### config.mk
export PLATFORM = sky130hd
export DESIGN_NAME = card_wake_ctrl
export DESIGN_NICKNAME = d
export VERILOG_FILES = /design/src/rtl/card_wake_pkg.sv /design/src/rtl/card_wake_spi_dp.sv /design/src/rtl/card_wake_fsm.sv /design/src/rtl/card_wake_ctrl.sv
export SDC_FILE = /design/constraint.sdc
export NUM_CORES = 1
export LEC_CHECK = 0
export BUFFER_PORTS_ARGS = -buffer_cell sky130_fd_sc_hd__buf_2
export CORE_MARGIN = 4
export CORE_UTILIZATION = 38
export CTS_CLUSTER_DIAMETER = 100
export DETAILED_ROUTE_END_ITERATION = 16
export GPL_ROUTABILITY_DRIVEN = 0
export HOLD_SLACK_MARGIN = 0.02
export SLEW_MARGIN = 20
export SYNTH_ARGS = -nofsm -noshare
export SYNTH_HDL_FRONTEND = slang
export SYNTH_SLANG_ARGS = --single-unit
### constraint.sdc
create_clock -name clk -period 1.9 [get_ports clk]
set_input_delay 0.19 -clock clk [delete_from_list [all_inputs] [get_ports clk]]
set_output_delay 0.19 -clock clk [all_outputs]
set_load 0.01 [all_outputs]
### src/rtl/card_wake_pkg.sv
package card_wake_pkg;

  typedef enum logic [1:0] {
    ST_OFF     = 2'd0,
    ST_ATR     = 2'd1,
    ST_SWIPE   = 2'd2,
    ST_EXTRACT = 2'd3
  } wakeStateT;

  // strobes from the serial datapath to the control
  typedef struct packed {
    logic cfgWr;
    logic ackWr;
    logic cmdReset;
    logic cmdArm;
    logic cmdRead;
  } hostOpT;

  localparam int ADDR_CFG  = 0;
  localparam int ADDR_CMD  = 1;
  localparam int ADDR_STAT = 2;
  localparam int ADDR_ACK  = 5;

  localparam int CMD_RESET = 1;
  localparam int CMD_ARM   = 2;
  localparam int CMD_READ  = 3;

  localparam logic [15:0] CFG_MASK = 16'hED00;
  localparam int BIT_TOKEN_DIS = 15;
  localparam int BIT_TOKX_DIS  = 14;
  localparam int BIT_TRKA_DIS  = 13;
  localparam int BIT_TRKC_DIS  = 11;
  localparam int BIT_IRQ_DIS   = 10;
  localparam int BIT_OBF_DIS   = 8;

endpackage

### src/rtl/card_wake_spi_dp.sv
module card_wake_spi_dp
  import card_wake_pkg::*;
#(
  parameter int ADDR_W = 7,
  parameter int DATA_W = 16
) (
  input  logic              clk,
  input  logic              rstN,
  input  logic              sclk,
  input  logic              sselN,
  input  logic              mosi,
  input  wakeStateT         state,
  output logic [DATA_W-1:0] cfgReg,
  output hostOpT            hostOp,
  output logic              spiOut
);
  localparam int HDR_W   = ADDR_W + 1;
  localparam int FRAME_W = HDR_W + DATA_W;
  localparam int CNT_W   = $clog2(FRAME_W + 1);

  logic                 sclkQ;
  logic [FRAME_W-2:0]   rxShift;
  logic [CNT_W-1:0]     bitCnt;
  logic [DATA_W-1:0]    txShift;
  logic [DATA_W-1:0]    rdData;
  logic [FRAME_W-1:0]   rxWord;
  logic                 sclkRise, sclkFall, hdrDone, frameDone, wrFrame;
  logic [ADDR_W-1:0]    hdrAddr, frmAddr;
  logic [DATA_W-1:0]    frmData;

  always_comb begin
    rxWord    = {rxShift, mosi};
    sclkRise  = !sselN && sclk && !sclkQ;
    sclkFall  = !sselN && !sclk && sclkQ;
    hdrDone   = sclkRise && (bitCnt == CNT_W'(HDR_W - 1));
    frameDone = sclkRise && (bitCnt == CNT_W'(FRAME_W - 1));
    hdrAddr   = rxWord[ADDR_W-1:0];
    frmAddr   = rxWord[DATA_W +: ADDR_W];
    frmData   = rxWord[DATA_W-1:0];
    wrFrame   = frameDone && !rxWord[FRAME_W-1];
  end

  // read data selected once the header byte is complete
  always_comb begin
    rdData = '0;
    if (hdrAddr == ADDR_W'(ADDR_CFG))       rdData = cfgReg;
    else if (hdrAddr == ADDR_W'(ADDR_STAT)) rdData = DATA_W'(state);
  end

  always_comb begin
    hostOp.cfgWr    = wrFrame && (frmAddr == ADDR_W'(ADDR_CFG));
    hostOp.ackWr    = wrFrame && (frmAddr == ADDR_W'(ADDR_ACK)) && frmData[0];
    hostOp.cmdReset = wrFrame && (frmAddr == ADDR_W'(ADDR_CMD)) && (frmData == DATA_W'(CMD_RESET));
    hostOp.cmdArm   = wrFrame && (frmAddr == ADDR_W'(ADDR_CMD)) && (frmData == DATA_W'(CMD_ARM));
    hostOp.cmdRead  = wrFrame && (frmAddr == ADDR_W'(ADDR_CMD)) && (frmData == DATA_W'(CMD_READ));
  end

  always_ff @(posedge clk or negedge rstN) begin
    if (!rstN) begin
      sclkQ   <= 1'b0;
      rxShift <= '0;
      bitCnt  <= '0;
      txShift <= '0;
    end else begin
      sclkQ <= sclk;
      if (sselN) begin
        bitCnt  <= '0;
        txShift <= '0;
      end else begin
        if (sclkRise && (bitCnt != CNT_W'(FRAME_W))) begin
          rxShift <= rxWord[FRAME_W-2:0];
          bitCnt  <= bitCnt + 1'b1;
        end
        if (hdrDone)
          txShift <= rxWord[HDR_W-1] ? rdData : '0;
        else if (sclkFall && (bitCnt > CNT_W'(HDR_W)))
          txShift <= {txShift[DATA_W-2:0], 1'b0};
      end
    end
  end

  always_ff @(posedge clk or negedge rstN) begin
    if (!rstN)             cfgReg <= '0;
    else if (hostOp.cfgWr) cfgReg <= frmData & DATA_W'(CFG_MASK);
  end

  assign spiOut = txShift[DATA_W-1];

endmodule

### src/rtl/card_wake_fsm.sv
module card_wake_fsm
  import card_wake_pkg::*;
(
  input  logic      clk,
  input  logic      rstN,
  input  hostOpT    hostOp,
  input  logic      swipeStart,
  input  logic      dataAvail,
  input  logic      trackReadDone,
  output wakeStateT state,
  output logic      cpFlag,
  output logic      drFlag
);
  wakeStateT nextState;
  logic      enterSwipe, enterExtract;

  always_comb begin
    nextState = state;
    unique case (state)
      ST_OFF:     if (hostOp.cmdArm) nextState = ST_ATR;
      ST_ATR:     if (swipeStart)    nextState = ST_SWIPE;
      ST_SWIPE:   if (dataAvail)     nextState = ST_EXTRACT;
      ST_EXTRACT: if (trackReadDone) nextState = ST_ATR;
      default:                       nextState = ST_OFF;
    endcase
    if (hostOp.cmdReset) nextState = ST_OFF;
    enterSwipe   = (nextState == ST_SWIPE) && (state != ST_SWIPE);
    enterExtract = (nextState == ST_EXTRACT) && (state != ST_EXTRACT);
  end

  always_ff @(posedge clk or negedge rstN) begin
    if (!rstN) begin
      state  <= ST_OFF;
      cpFlag <= 1'b0;
      drFlag <= 1'b0;
    end else begin
      state <= nextState;
      if (hostOp.cmdReset)   cpFlag <= 1'b0;
      else if (enterSwipe)   cpFlag <= 1'b1;
      else if (hostOp.ackWr) cpFlag <= 1'b0;
      if (hostOp.cmdReset)     drFlag <= 1'b0;
      else if (enterExtract)   drFlag <= 1'b1;
      else if (hostOp.cmdRead) drFlag <= 1'b0;
    end
  end

endmodule

### src/rtl/card_wake_ctrl.sv
module card_wake_ctrl
  import card_wake_pkg::*;
#(
  parameter int ADDR_W = 7,
  parameter int DATA_W = 16
) (
  input  logic clk,
  input  logic rstN,
  input  logic sclk,
  input  logic sselN,
  input  logic mosi,
  output logic miso,
  input  logic swipeStart,
  input  logic dataAvail,
  input  logic trackReadDone,
  output logic tokenEn,
  output logic tokenExtEn,
  output logic trackAEn,
  output logic trackBEn,
  output logic trackCEn,
  output logic obfuscateEn
);
  logic [DATA_W-1:0] cfgReg;
  hostOpT            hostOp;
  wakeStateT         ctrlState;
  logic              cpFlag, drFlag, spiOut, irqPend;

  card_wake_spi_dp #(.ADDR_W(ADDR_W), .DATA_W(DATA_W)) u_dp (
    .clk(clk), .rstN(rstN), .sclk(sclk), .sselN(sselN), .mosi(mosi),
    .state(ctrlState), .cfgReg(cfgReg), .hostOp(hostOp), .spiOut(spiOut)
  );

  card_wake_fsm u_fsm (
    .clk(clk), .rstN(rstN), .hostOp(hostOp), .swipeStart(swipeStart),
    .dataAvail(dataAvail), .trackReadDone(trackReadDone),
    .state(ctrlState), .cpFlag(cpFlag), .drFlag(drFlag)
  );

  assign irqPend     = (cpFlag && !cfgReg[BIT_IRQ_DIS]) || drFlag;
  assign miso        = sselN ? !irqPend : spiOut;
  assign tokenEn     = !cfgReg[BIT_TOKEN_DIS];
  assign tokenExtEn  = !cfgReg[BIT_TOKEN_DIS] && !cfgReg[BIT_TOKX_DIS];
  assign trackAEn    = !cfgReg[BIT_TRKA_DIS];
  assign trackBEn    = 1'b1;
  assign trackCEn    = !cfgReg[BIT_TRKC_DIS];
  assign obfuscateEn = (ctrlState == ST_EXTRACT) && !cfgReg[BIT_OBF_DIS];

endmodule

==> results.md <==
- Port bufs: 13
- Worst setup slack before clock tree synthesis: 0.0166 ns
- TNS Setup: 0 ns
- Flop-to-flop setup slack: 0.1 ns
- Max-capacitance violation count: 0
- Number of hold-slack violations in the final timing report: 0
- Pre-Repair DR Iteration Count: 4
- Clock transition at the register clock pins on the worst setup and hold paths after CTS: 0.11 ns
- CTS root buffer: clkbuf_8
- Share of final-layout standard cells stronger than drive strength 1: 31.8%
- Unique cell type count in the Yosys netlist: 42
- Slew Viols, Final: 0
- Maximum clock frequency: 0.555 GHz
- Min-Delay Startpoint: trackReadDone
- Post-synthesis instance area: 2530 sq um
- Count of flip-flops with a built-in enable after synthesis: 0
- Synth async-reset ratio: 100%
- #FFs+latches synth: 55
- CTS H-tree depth: 2
- Sequential cell area fraction in the yosys report: 54.3%
- Kind of path behind the tightest hold check: input pin to flip-flop
- Start-to-end type of the worst setup path: flip-flop to flip-flop
- Total DRC errors in the routed layout: 0
- Diode count: 0
- CTS tree: yes
- Flip-flop cell with the highest count after synthesis: dfrtp_1
- Unrepaired setup endpoints after global routing: false
- Worst ir drop on vdd: 0.445 mV
- Reg2Reg Depth: 5
- Post-Route WL: 4840 microns
- First-pass GRT wire length: 8250 microns
- Leading cell types in the layout, fill and taps excluded: dfrtp_1, mux2_2, a211oi_1
- Global route overflow: 0
- # fillers: 608
- Maximum clock insertion buffer count: 2
- Reg-to-reg critical path startpoint: u_dp.rxShift[0]$_DFFE_PN0P_
- Endpoint type of the worst setup path: flip-flop
- Via count: 1669
- Full die area: 8030 sq um
- Worst Hold Depth: 4
- Commonest non-fill, non-tap cell in the layout: dfrtp_1
- Starting utilization of the core area: 39.4%
- Clock latency on the worst-skew pair: 0.32 ns
- Clock buffer count from CTS: 5
- Cell count after synthesis: 209
- Critical Path Source Type: flip-flop
- Pin count of the biggest net entering global routing: 28
- Leakage power: 0.00133 uW
- Vias per inst: 5.38
- Die Span Y: 89.6 microns
- Total track usage: 13.3%
- Post-layout worst setup margin: 0.0967 ns
- Total of warnings raised by yosys: 0
- Setup-violating endpoint count in the final report: 0
- Total number of placement rows: 29
- Iteration-0 DRC Markers: 45
- Nets in the synthesized netlist: 219
- Number of top-level pins: 15
- Final clock skew: 0.0108 ns
- End of the worst register-to-register path: u_dp.txShift[13]$_DFFE_PN0P_
- Number of sinks on the clock net: 55
- Hold-critical path endpoint: u_fsm.state[1]$_DFF_PN0_
- Area Growth Syn to Fin: 13.9%
- Number of nets in the layout: 242
- Number of global-route vias before repair: 1647
- Core Area: 6420 sq um
- Antenna violations before repair: 0
- Power per standard cell area: 844 nW/um^2
- Outcome: completed
- Routed wirelength normalized by instance count: 15.6 microns
- Min Tclk post-route: 1.80 ns
- Antenna viol nets, final: 0
- DIE WIDTH: 89.6 microns
- Critical Path AT: 2.03 ns
- Critical path required time: 2.13 ns
- Maximum fanout count along the critical path: 6
- Final period utilization: 94.9%
- Detailed Place HPWL: 3440 microns
- Synth Area per Inst: 12.1 sq um
report_power, final:
part           internal [uW]  leakage (uW)  switching [uW]  total, uW
clock network            272     0.0000463             417        689
logic                    173      0.000543             171        344
registers               1280      0.000739             127       1400
total                   1720       0.00133             715       2440
stage by stage:
step	utilization [%]	cell area, sq um	total power, uW	hold slack (ns)	std cells
5_1_grt	44.9	2890	2570	0.156	310
3_5_place_dp	42.6	2730	1760	0.133	299
3_3_place_gp	42.6	2730	1750	0.130	299
4_1_cts	44.5	2860	2460	0.123	310
6_report	44.9	2890	2440	0.128	310
2_1_floorplan	-	2530	1620	-0.106	209
critical path, stage by stage, from the launching register on:
cell and delay, ns:
dfrtp_1 0.45, or4_4 0.55, nor4_4 0.22, buf_4 0.18, a22oi_1 0.06, a211oi_1 0.24
timing repair:
| item | 4_1_cts | 5_1_grt |
|---|---|---|
| hold buffers | 2 | 0 |
| setup buffers | 1 | 0 |
| pin swaps | 1 | 0 |
| gates resized for setup | 0 | 5 |
| hold endpoints to repair | 13 | 0 |
| setup endpoints to repair | 5 | 13 |
metal layers:
metal / vias up / track usage [%] / routed length (microns)
met5: - / 0 / 0
met4: 0 / 4.47 / 67
met3: 8 / 2.92 / 175
met2: 23 / 19.0 / 2090
met1: 811 / 20.0 / 2510
li1: 827 / - / -
area by class of cell:
class	count	area, sq um	share of cell area (%)
Clock buffer	5	68.8	2.39
Clock inverter	3	27.5	0.954
Inverter	9	33.8	1.17
Multi-Input combinational cell	133	1090	37.7
Sequential cell	55	1380	47.7
Tap cell	77	96.3	3.34
Timing Repair Buffer	28	195	6.76
sequential cells by signal (all words and copies together), names as in the netlist:
name	cells
u_dp.sclkQ	1
u_fsm.cpFlag	1
u_dp.txShift	16
u_dp.bitCnt	5
u_dp.cfgReg	6
u_dp.rxShift	23
u_fsm.drFlag	1
u_fsm.state	2
worst max path at each step:
stage	depth (start not counted)	to	start
finish	5	u_dp.txShift[13]$_DFFE_PN0P_	u_dp.rxShift[0]$_DFFE_PN0P_
detailed placement	4	u_dp.txShift[13]$_DFFE_PN0P_	u_dp.rxShift[4]$_DFFE_PN0P_
CTS	4	u_dp.cfgReg[13]$_DFFE_PN0P_	u_dp.sclkQ$_DFF_PN0_
global placement	4	u_dp.txShift[13]$_DFFE_PN0P_	u_dp.rxShift[3]$_DFFE_PN0P_
global route	5	u_dp.txShift[1]$_DFFE_PN0P_	u_dp.bitCnt[0]$_DFFE_PN0P_
floorplan	6	u_dp.rxShift[10]$_DFFE_PN0P_	u_dp.bitCnt[0]$_DFFE_PN0P_
logic make-up (layout without fill, tap and decap cells):
family                   after synthesis  in the layout  share of synthesized area, %
AO/OA/AOI/OAI                         47             47                          13.7
XOR/XNOR                               1              1                         0.346
adder cells (fa/ha/maj)                2              2                         0.988
buffers and inverters                 21             45                          3.95
flip-flops                            55             55                          54.3
multiplexers                          31             31                          13.7
other                                  1              1                         0.148
AND/OR/NAND/NOR                       51             51                          12.8
cells in the mapped netlist (3+ instances only):
library cell,number,area (sq um)
dfrtp_1,55,1380
mux2_2,29,327
a211oi_1,14,105
a22o_1,9,78.8
inv_1,9,33.8
nand2_1,8,30.0
a22oi_1,7,52.6
nor2_1,7,26.3
clkbuf_1,6,22.5
o21ai_0,6,30.0
a21o_1,4,30.0
nand4_1,4,25.0
nor3_1,4,20.0
nor3b_1,4,30.0
nor4_1,4,25.0
a21oi_1,3,15.0
(Power assumes the default switching activity.)
